## src/rtl/tmr_pkg.sv

```systemverilog
package tmr_pkg;

    typedef enum logic [2:0] {
        A_CTRL  = 3'd0,
        A_STAT  = 3'd1,
        A_COUNT = 3'd2,
        A_CAPT  = 3'd3,
        A_CMPR  = 3'd4
    } reg_addr_e;

    localparam int unsigned C_OVF_IE = 0;
    localparam int unsigned C_CAP_IE = 1;
    localparam int unsigned C_CMP_IE = 2;
    localparam int unsigned C_EDGE   = 3;
    localparam int unsigned C_LEVEL  = 4;
    localparam int unsigned C_OE     = 5;
    localparam int unsigned C_W      = 6;

    localparam int unsigned F_OVF   = 0;
    localparam int unsigned F_CAP   = 1;
    localparam int unsigned F_CMP   = 2;
    localparam int unsigned N_FLAGS = 3;

    localparam int unsigned N_SRC = 2;

    typedef enum logic {
        EW_LOW  = 1'b0,
        EW_HIGH = 1'b1
    } edge_state_e;

endpackage

```

## src/rtl/tmr_sync.sv

```systemverilog
module tmr_sync #(
    parameter int unsigned STAGES = 2
) (
    input  logic clk,
    input  logic rst,
    input  logic d,
    output logic q
);

    generate
        if (STAGES < 2) begin : g_single
            always_ff @(posedge clk) begin
                if (rst) q <= 1'b0;
                else     q <= d;
            end
        end else begin : g_chain
            logic [STAGES-1:0] chain;
            always_ff @(posedge clk) begin
                if (rst) chain <= '0;
                else     chain <= {chain[STAGES-2:0], d};
            end
            assign q = chain[STAGES-1];
        end
    endgenerate

endmodule

```

## src/rtl/tmr_edge_fsm.sv

```systemverilog
module tmr_edge_fsm
    import tmr_pkg::*;
(
    input  logic clk,
    input  logic rst,
    input  logic lvl,
    input  logic rise_sel,
    output logic hit
);

    edge_state_e st, st_nx;

    always_ff @(posedge clk) begin
        if (rst) st <= EW_LOW;
        else     st <= st_nx;
    end

    always_comb begin
        st_nx = st;
        unique case (st)
            EW_LOW:  if (lvl)  st_nx = EW_HIGH;
            EW_HIGH: if (!lvl) st_nx = EW_LOW;
            default: st_nx = EW_LOW;
        endcase
    end

    always_comb begin
        hit = 1'b0;
        unique case (st)
            EW_LOW:  hit = lvl & rise_sel;
            EW_HIGH: hit = ~lvl & ~rise_sel;
            default: hit = 1'b0;
        endcase
    end

endmodule

```

## src/rtl/tmr_flag.sv

```systemverilog
module tmr_flag (
    input  logic clk,
    input  logic rst,
    input  logic set,
    input  logic clr,
    output logic q
);

    always_ff @(posedge clk) begin
        if (rst)      q <= 1'b0;
        else if (set) q <= 1'b1;
        else if (clr) q <= 1'b0;
    end

endmodule

```

## src/rtl/cap_cmp_timer.sv

```systemverilog
module cap_cmp_timer
    import tmr_pkg::*;
#(
    parameter int unsigned CNT_W       = 16,
    parameter int unsigned SYNC_STAGES = 2
) (
    input  logic             clk,
    input  logic             rst,
    input  logic             bus_wr,
    input  logic [2:0]       bus_addr,
    input  logic [CNT_W-1:0] bus_wdata,
    output logic [CNT_W-1:0] bus_rdata,
    input  logic             cap_pin,
    input  logic             cmpf_in,
    output logic             cmp_pin,
    output logic             cmp_pin_oe,
    output logic             irq
);

    localparam logic [CNT_W-1:0] CNT_ONE = {{(CNT_W-1){1'b0}}, 1'b1};
    localparam logic [CNT_W-1:0] CNT_MAX = {CNT_W{1'b1}};

    logic [CNT_W-1:0]   count;
    logic [CNT_W-1:0]   cap_reg;
    logic [CNT_W-1:0]   cmp_reg;
    logic [N_FLAGS-1:0] ctrl_en;
    logic               edge_rise;
    logic               out_level;
    logic               out_oe;
    logic               cmp_latch;
    logic [N_FLAGS-1:0] flags;
    logic [N_FLAGS-1:0] flag_set;
    logic [N_FLAGS-1:0] flag_clr;
    logic [N_SRC-1:0]   src_raw;
    logic [N_SRC-1:0]   src_sync;
    logic [N_SRC-1:0]   src_hit;
    logic               cap_evt;
    logic               cnt_wrap;
    logic               cmp_match;
    logic               wr_ctrl;
    logic               wr_stat;
    logic               wr_cmpr;

    assign wr_ctrl = bus_wr && (bus_addr == A_CTRL);
    assign wr_stat = bus_wr && (bus_addr == A_STAT);
    assign wr_cmpr = bus_wr && (bus_addr == A_CMPR);

    // free-running counter
    always_ff @(posedge clk) begin
        if (rst) count <= '0;
        else     count <= count + CNT_ONE;
    end

    assign cnt_wrap  = (count == CNT_MAX);
    assign cmp_match = (count == cmp_reg);

    // control register, edge select held outside reset
    always_ff @(posedge clk) begin
        if (rst) begin
            ctrl_en   <= '0;
            out_level <= 1'b0;
            out_oe    <= 1'b0;
        end else if (wr_ctrl) begin
            ctrl_en   <= bus_wdata[N_FLAGS-1:0];
            out_level <= bus_wdata[C_LEVEL];
            out_oe    <= bus_wdata[C_OE];
        end
    end

    always_ff @(posedge clk) begin
        if (wr_ctrl) edge_rise <= bus_wdata[C_EDGE];
    end

    always_ff @(posedge clk) begin
        if (rst)          cmp_reg <= CNT_MAX;
        else if (wr_cmpr) cmp_reg <= bus_wdata;
    end

    // capture sources: synchronize, watch edges, merge
    assign src_raw = {cmpf_in, cap_pin};

    generate
        for (genvar s = 0; s < N_SRC; s++) begin : g_src
            tmr_sync #(.STAGES(SYNC_STAGES)) u_sync (
                .clk (clk),
                .rst (rst),
                .d   (src_raw[s]),
                .q   (src_sync[s])
            );
            tmr_edge_fsm u_edge (
                .clk      (clk),
                .rst      (rst),
                .lvl      (src_sync[s]),
                .rise_sel (edge_rise),
                .hit      (src_hit[s])
            );
        end
    endgenerate

    assign cap_evt = |src_hit;

    always_ff @(posedge clk) begin
        if (rst)          cap_reg <= '0;
        else if (cap_evt) cap_reg <= count;
    end

    // compare output latch
    always_ff @(posedge clk) begin
        if (rst)            cmp_latch <= 1'b0;
        else if (cmp_match) cmp_latch <= out_level;
    end

    assign cmp_pin    = out_oe & cmp_latch;
    assign cmp_pin_oe = out_oe;

    // status flags, set wins over write-one-to-clear
    always_comb begin
        flag_set        = '0;
        flag_set[F_OVF] = cnt_wrap;
        flag_set[F_CAP] = cap_evt;
        flag_set[F_CMP] = cmp_match;
    end

    assign flag_clr = wr_stat ? bus_wdata[N_FLAGS-1:0] : '0;

    generate
        for (genvar f = 0; f < N_FLAGS; f++) begin : g_flag
            tmr_flag u_flag (
                .clk (clk),
                .rst (rst),
                .set (flag_set[f]),
                .clr (flag_clr[f]),
                .q   (flags[f])
            );
        end
    endgenerate

    assign irq = |(flags & ctrl_en);

    // register read
    always_comb begin
        bus_rdata = '0;
        unique case (reg_addr_e'(bus_addr))
            A_CTRL:  bus_rdata[C_W-1:0] = {out_oe, out_level, edge_rise, ctrl_en};
            A_STAT:  bus_rdata[N_FLAGS-1:0] = flags;
            A_COUNT: bus_rdata = count;
            A_CAPT:  bus_rdata = cap_reg;
            A_CMPR:  bus_rdata = cmp_reg;
            default: bus_rdata = '0;
        endcase
    end

endmodule

```

## config.mk

```make
export PLATFORM = sky130hd
export DESIGN_NAME = cap_cmp_timer
export DESIGN_NICKNAME = d
export VERILOG_FILES = /design/src/rtl/tmr_pkg.sv /design/src/rtl/tmr_sync.sv /design/src/rtl/tmr_edge_fsm.sv /design/src/rtl/tmr_flag.sv /design/src/rtl/cap_cmp_timer.sv
export SDC_FILE = /design/constraint.sdc
export NUM_CORES = 1
export LEC_CHECK = 0
export ABC_AREA = 1
export CAP_MARGIN = 20
export CELL_PAD_IN_SITES_DETAIL_PLACEMENT = 0
export CELL_PAD_IN_SITES_GLOBAL_PLACEMENT = 1
export CORE_MARGIN = 2
export CORE_UTILIZATION = 42
export CTS_CLUSTER_DIAMETER = 40
export DETAILED_ROUTE_END_ITERATION = 8
export PLACE_DENSITY_LB_ADDON = 0.1
export SLEW_MARGIN = 30
export SYNTH_ARGS = -nofsm -noshare
export SYNTH_HDL_FRONTEND = slang
export SYNTH_SLANG_ARGS = --single-unit
export TNS_END_PERCENT = 5
```

## constraint.sdc

```tcl
create_clock -name clk -period 2.6 [get_ports clk]
set_input_delay 0.78 -clock clk [delete_from_list [all_inputs] [get_ports clk]]
set_output_delay 0.78 -clock clk [all_outputs]
set_load 0.02 [all_outputs]
```

==> qor.csv, run 1 <==
stage;metric;value;unit
clocking;clock buffer depth;2;
global_routing;grt peak-use layer;met2;
clocking;CTS tree;done;
cells_and_area;post-route insts no fill;596;
critical_path;CP Capture Type;primary output;
synth;area leader, netlist;dfxtp_1;
cells_and_area;share of layout cells above drive strength 1;15.1;%
cells_and_area;Util after Layout;53.3;%
timing;clk_skew;13.5;ps
flow_run;Max-Cap Viols;0;
floorplan;Starting Density;42.8;%
placed_design;GPL Wtd Cong;0.835;
synth;Mapped Area;3050;um2
critical_path;Worst R2R Path Depth;7;
critical_path;Crit. path cell count;6;
critical_path;worst setup path class;in2out;
global_routing;met2 usage;36.6;%
global_routing;Tot GR Track Use;22.1;%
clocking;Clock Pin Slew Worst Setup and Hold Paths;70;ps
cells_and_area;area of the multi-input gates;1520;um2
critical_path;Worst R2R Setup Slack;1090;ps
critical_path;CP Cell Sequence;clkbuf_2 > nor2_4 > nand2_2 > buf_4 > o221ai_1 > buf_4;
critical_path;CP dominant cell by count;buf_4;
floorplan;I/O pin count;43;
cells_and_area;commonest cells after routing, fill and taps aside;119 x nand2_1, 72 x nor2_1, 63 x dfxtp_1, 46 x inv_1, 28 x o21ai_0;
synth;Seq/Total Area, Yosys;42.3;%
drt;Routed WL;8.10;mm
floorplan;# rows;31;
critical_path;CP startpoint;bus_addr[0];
drt;DRC violations left;0;
drt;vias per cell;4.92;
outcome;status;finished, final reports clean;
timing;Slew Viols, Final;0;
floorplan;height of the die;89.3;um
critical_path;Max stage delay on crit path;200;ps
synth;Yosys warnings;0;
floorplan;Die Wd;89.3;um
critical_path;Reg2Reg Capture Point;cap_reg[5]$_SDFFE_PP0P_;
global_routing;vias in the first global route;2756;
critical_path;launch point of the worst reg-to-reg path;edge_rise$_DFFE_PP_;
pwr;total power;2.11;mW
drt;wire length per cell;13.6;um
timing;fmax;0.402;GHz
global_routing;GR Layer Usage met3;4.89;%
cells_and_area;Sequential Area;1290;um2
synth;synth unique cells;32;
critical_path;CP required;1820;ps
placed_design;Inst Count DP;579;
synth;Post-Synthesis Cells;438;
min_path;Worst Hold Class;reg2reg;
timing;RSZ-0062 raised after global routing;false;
cells_and_area;fill count;744;
timing;Worst-Margin Slew;361;ps
floorplan;Core Area;7140;um2
timing;Final Setup Violations;0;
clocking;CTS H-tree lvls;3;
global_routing;first-pass GRT wire length;13.2;mm
placed_design;IO Port Bufs;42;
global_routing;GRT overflow;0;
critical_path;nature of the critical path startpoint;input port;
critical_path;Buf/Inv on CP;3;
timing;relative slew slack;75.8;%
critical_path;delay-heaviest family, CP;buffers and inverters;
synth;top post-synthesis cells by area;dfxtp_1 41%, nand2_1 15%, nor2_1 8.9%;
cells_and_area;most common cell after layout, fill and taps aside;nand2_1;
floorplan;die area;7970;um2
drt;1st-pass router iterations;4;
synth;Mapped Nets;463;
clocking;clk_lat worst skew;330;ps
critical_path;Critical-path top delay cell;o221ai_1;
drt;total number of vias;2930;
critical_path;Data arrival, critical path;1710;ps
clocking;post-CTS setup buffer count;0;
timing;Final Cycle Share;95.6;%
timing;Final WS setup;113;ps
pwr;static leakage;1.66;nW
critical_path;Setup crit end;bus_rdata[14];
synth;top-area cell type share of the netlist area;41.3;%
timing;Hold Violations, Final;0;
cells_and_area;Area Growth Syn to Fin;24.5;%
global_routing;number of antenna violations at the first check in global routing;0;
critical_path;critical path peak fanout;7;
drt;DR iter-0 viols;146;
pwr;power density cells;556;nW/um2
synth;Avg Inst Size Synth;6.97;um2
timing;Period minus WS final;2490;ps
global_routing;largest net degree at the start of global routing;24;
placed_design;DP HPWL;5.72;mm
placed_design;post-place setup slack;-736;ps
drt;ANT nets after route;0;
cells_and_area;nets;517;
synth;synthesized flop and latch total;64;
clocking;Clk Tree Root Cell;clkbuf_8;
clocking;clock buffer count from CTS;9;
pwr;Peak VDD IR;0.336;mV
clocking;Sink Count;64;
cells_and_area;Antenna Cells;0;
global_routing;met1 Usage GRT;28.1;%
## metal layers
layer  vias to the layer above  routed length (um)
met1                      1335                3700
met3                         9                 366
met5                         -                   0
met2                        63                3890
li1                       1523                   -
met4                         0                 148
## kinds of logic (layout without fill, tap and decap cells)
| family | count (synthesis) | after routing | share of synthesized area (%) |
|---|---|---|---|
| xor+xnor | 5 | 5 | 1.43 |
| fa+ha+maj | 1 | 1 | 0.410 |
| buf+inv | 67 | 126 | 8.77 |
| compound gates | 80 | 80 | 16.4 |
| simple gates | 221 | 221 | 30.7 |
| flops | 64 | 64 | 42.3 |
## per-stage QoR
stage,hold slack [ps],instance area (um2),TNS [ps]
2_1_floorplan,388,3050,0
6_report,403,3800,0
4_1_cts,405,3800,0
5_1_grt,426,3800,0
3_3_place_gp,393,3630,-11120
3_5_place_dp,396,3630,-11130
## Yosys cell counts
| master | count |
|---|---|
| nand2_1 | 121 |
| nor2_1 | 72 |
| dfxtp_1 | 63 |
| inv_1 | 49 |
| o21ai_0 | 29 |
| o211ai_1 | 18 |
| a21oi_1 | 16 |
| o221ai_1 | 11 |
| nand3_1 | 9 |
| buf_2 | 6 |
| clkbuf_1 | 5 |
| xor2_1 | 5 |
| inv_2 | 4 |
| nand2_2 | 4 |
| nand4_1 | 3 |
| nor2_2 | 3 |
| nor2_4 | 3 |
| nor3_4 | 2 |
| o2111ai_1 | 2 |
| a21oi_2 | 1 |
| buf_1 | 1 |
| buf_6 | 1 |
| clkbuf_2 | 1 |
| edfxtp_1 | 1 |
| ha_1 | 1 |
| nand3_2 | 1 |
| nor3_1 | 1 |
| nor3_2 | 1 |
| nor3b_2 | 1 |
| o21a_1 | 1 |
| o21ai_1 | 1 |
| o22ai_1 | 1 |
## report_power, final
part           leakage [nW]  internal, mW  switching (mW)
logic                  1.04         0.101           0.137
registers             0.524          1.02          0.0223
clock network         0.100         0.465           0.370
total                  1.66          1.59           0.530
## area by class of cell
cell class | instances | area share (%)
multi-input cells | 307 | 40.0
inverters | 53 | 5.23
flip-flops and latches | 64 | 34.0
repair buffers | 57 | 12.5
clock inverters | 4 | 1.18
well taps | 99 | 3.26
clock buffers | 12 | 3.82
## worst reg2reg max path: cells and delay by family, from the launching register on
family | cells | cell delay (ps)
flops | 1 | 480
buf+inv | 2 | 440
simple gates | 4 | 330
compound gates | 1 | 150
## worst min path at each step
| stage | from | to | slack [ps] | cells past startpoint |
|---|---|---|---|---|
| final | g_src[0].u_sync.g_chain.chain[0]$_SDFF_PP0_ | g_src[0].u_sync.g_chain.chain[1]$_SDFF_PP0_ | 400 | 2 |
| after CTS | g_src[0].u_sync.g_chain.chain[0]$_SDFF_PP0_ | g_src[0].u_sync.g_chain.chain[1]$_SDFF_PP0_ | 410 | 2 |
| after detailed placement | g_src[0].u_sync.g_chain.chain[0]$_SDFF_PP0_ | g_src[0].u_sync.g_chain.chain[1]$_SDFF_PP0_ | 400 | 2 |
| after global routing | g_src[1].u_sync.g_chain.chain[0]$_SDFF_PP0_ | g_src[1].u_sync.g_chain.chain[1]$_SDFF_PP0_ | 430 | 2 |
| after global placement | g_src[0].u_sync.g_chain.chain[0]$_SDFF_PP0_ | g_src[0].u_sync.g_chain.chain[1]$_SDFF_PP0_ | 390 | 2 |
| after floorplan | g_src[0].u_sync.g_chain.chain[0]$_SDFF_PP0_ | g_src[0].u_sync.g_chain.chain[1]$_SDFF_PP0_ | 390 | 2 |
## timing repair
action / 4_1_cts / 5_1_grt
pin swaps: 1 / 1
hold buffers: 0 / 0
setup endpoints to repair: 16 / 16
gates resized for setup: 96 / 13
gates cloned: 1 / 0
Power figures use the tool's default switching activity.
==> run 2: changes to the inputs <==
- ABC_AREA: 1 -> default
- CORE_UTILIZATION: 42 -> 45
==> run 2 against run 1 <==
  * Final area increased by 4.6%
  * Synthesized cell count decreased by 18%
  * Worst hold slack improved by 34 ps
  * Register-to-register slack got worse by 360 ps
  * Flip-flop and latch count unchanged
  * Clock power increased by 14%
  * Largest power group unchanged
==> qor.csv, run 2 <==
stage;metric;value;unit
outcome;status;finished, final reports clean;
synth;Post-Synthesis Cells;361;
cells_and_area;commonest cells after routing, fill and taps aside;63 x dfxtp_1, 29 x nor2_1, 25 x buf_4, 23 x o21ai_0, 23 x xnor2_1;
pwr;Peak VDD IR;0.476;mV
cells_and_area;Antenna Cells;0;
drt;wire length on met3;321;um
floorplan;# rows;30;
pwr;static leakage;1.46;nW
critical_path;CP required;1820;ps
synth;Yosys warnings;0;
floorplan;die area;7750;um2
clocking;Clk Tree Root Cell;clkbuf_8;
synth;asr flop ratio synth;0;%
synth;top-area cell type share of the netlist area;39.7;%
drt;Routed WL;8.29;mm
global_routing;vias in the first global route;2595;
drt;wire length per cell;16.3;um
timing;relative slew slack;50.2;%
synth;Avg Inst Size Synth;8.80;um2
cells_and_area;nets;432;
placed_design;IO Port Bufs;42;
synth;ys flop type;dfxtp_1;
drt;ANT nets after route;0;
timing;Period minus WS final;2590;ps
timing;Final WS setup;8.74;ps
critical_path;worst setup path class;in2out;
synth;Mapped Nets;386;
timing;Worst-Margin Slew;739;ps
cells_and_area;Sequential Area;1290;um2
drt;wl on met1;3.98;mm
critical_path;CP Capture Type;primary output;
cells_and_area;post-route insts no fill;507;
critical_path;Data arrival, critical path;1810;ps
global_routing;largest net degree at the start of global routing;33;
timing;clk_skew;10.0;ps
synth;synth cell count leaders;63 x dfxtp_1, 31 x o21ai_0, 30 x nor2_1, 23 x nor2b_1, 23 x xnor2_1;
synth;Post-Synth Adder-Cell Area;0.394;%
placed_design;Inst Count DP;492;
timing;RSZ-0062 raised after global routing;true;
cells_and_area;share of layout cells above drive strength 1;19.5;%
clocking;Clock Pin Slew Worst Setup and Hold Paths;70;ps
clocking;clock buffer depth;2;
placed_design;DP HPWL;5.77;mm
cells_and_area;area of the multi-input gates;1750;um2
synth;xor and xnor area share after synthesis;7.72;%
clocking;post-CTS setup buffer count;0;
timing;Final Setup Violations;0;
synth;simple-gate share of the synthesized area;21.2;%
clocking;Sink Count;64;
critical_path;Worst R2R Path Depth;6;
synth;multiplexer share of the synthesized area;7.72;%
clocking;clk_lat worst skew;350;ps
synth;Mapped Area;3180;um2
critical_path;critical path peak fanout;2;
cells_and_area;fill count;658;
drt;1st-pass router iterations;4;
drt;DR iter-0 viols;182;
critical_path;nature of the critical path startpoint;input port;
min_path;Worst Hold Class;reg2reg;
drt;max layer used;met4;
synth;top post-synthesis cells by area;dfxtp_1 40%, xnor2_1 6.3%, mux2i_1 6.3%;
floorplan;Die Wd;88.0;um
cells_and_area;most common cell after layout, fill and taps aside;dfxtp_1;
synth;synthesized flop and latch total;64;
flow_run;Max-Cap Viols;0;
placed_design;GPL Wtd Cong;0.794;
timing;Slew Viols, Final;0;
synth;largest family of logic cells by synthesized area;simple AND/OR/NAND/NOR gates;
synth;Seq/Total Area, Yosys;40.6;%
floorplan;Core Area;6830;um2
min_path;Hold Path Depth;1;
drt;vias per cell;5.35;
placed_design;post-place setup slack;-860;ps
global_routing;number of antenna violations at the first check in global routing;0;
drt;met2 WL;3.90;mm
pwr;total power;2.23;mW
cells_and_area;Area Growth Syn to Fin;25.2;%
clocking;CTS H-tree lvls;3;
floorplan;Starting Density;46.5;%
timing;fmax;0.386;GHz
timing;WHS;436;ps
synth;top-count cell post-synth;dfxtp_1;
pwr;power density cells;560;nW/um2
floorplan;height of the die;88.0;um
drt;total number of vias;2711;
clocking;clock buffer count from CTS;9;
global_routing;GRT overflow;0;
global_routing;first-pass GRT wire length;13.5;mm
drt;DRC violations left;0;
timing;Hold Violations, Final;0;
clocking;CTS tree;done;
synth;synth unique cells;45;
floorplan;I/O pin count;43;
synth;number of synthesized flops with an enable pin;1;
synth;area leader, netlist;dfxtp_1;
global_routing;Tot GR Track Use;23.4;%
timing;Final Cycle Share;99.7;%
synth;Synth Area in Compound Gates;17.1;%
[run 2: cell count changes after synthesis, moves of 10 or more]
cell,before,now
o221ai_1,11,0
inv_1,49,5
nand3_1,9,22
clkbuf_1,5,15
buf_2,6,17
nor2_1,72,30
nor2b_1,0,23
nand2_1,121,18
o211ai_1,18,0
a211o_1,0,16
mux2i_1,0,20
xnor2_1,0,23
[run 2: worst max-delay path, cell delays in order]
cell	delay (ps)
buf_8	80
mux4_2	480
nor2b_4	130
a31o_2	220
buf_6	130
[run 2: final cells by class]
type	instances	area share, %
Clock buffer	12	3.90
Clock inverter	3	1.64
Inverter	6	0.566
Timing Repair Buffer	68	14.5
Sequential cell	64	32.5
Multi-Input combinational cell	258	43.9
Tap cell	96	3.02
[run 2: cells by family after synthesis]
| group | count (synthesis) |
|---|---|
| xor+xnor | 28 |
| simple gates | 123 |
| flops | 64 |
| buf+inv | 39 |
| fa+ha+maj | 1 |
| compound gates | 83 |
| mux | 23 |
[run 2: repair_timing]
item,CTS,global route
pin swaps,0,0
gates resized for setup,98,13
hold endpoints to repair,0,0
hold buffers,0,0
endpoints found under the setup margin,16,15
[run 2: per-layer routing]
layer  global-route usage [%]  up-vias
met3                     5.66        9
met2                     36.4       44
met1                     32.8     1307
met4                     6.20        0
met5                        0        -
li1                         -     1351
[run 2: worst paths after layout]
path / endpoint / start / slack, ps
setup / recovery: bus_rdata[2] / bus_addr[1] / 9
hold / removal: g_src[1].u_sync.g_chain.chain[1]$_SDFF_PP0_ / g_src[1].u_sync.g_chain.chain[0]$_SDFF_PP0_ / 440
setup reg to reg: count[14]$_SDFF_PP0_ / count[0]$_SDFF_PP0_ / 730
hold reg to reg: g_src[1].u_sync.g_chain.chain[1]$_SDFF_PP0_ / g_src[1].u_sync.g_chain.chain[0]$_SDFF_PP0_ / 440
[run 2: through the flow]
| stage | setup TNS, ps | util (%) | cell area (um2) |
|---|---|---|---|
| after CTS | 0 | 57.7 | 3950 |
| after global placement | -13140 | 55.4 | 3790 |
| after global routing | -7.76 | 58.2 | 3980 |
| after floorplan | 0 | - | 3180 |
| after detailed placement | -13380 | 55.4 | 3790 |
| final | 0 | 58.2 | 3980 |
[run 2: report_power, final]
group | switching (mW) | internal, mW | leakage [nW]
logic | 0.134 | 0.115 | 0.832
clock network | 0.367 | 0.586 | 0.112
registers | 0.0187 | 1.00 | 0.521
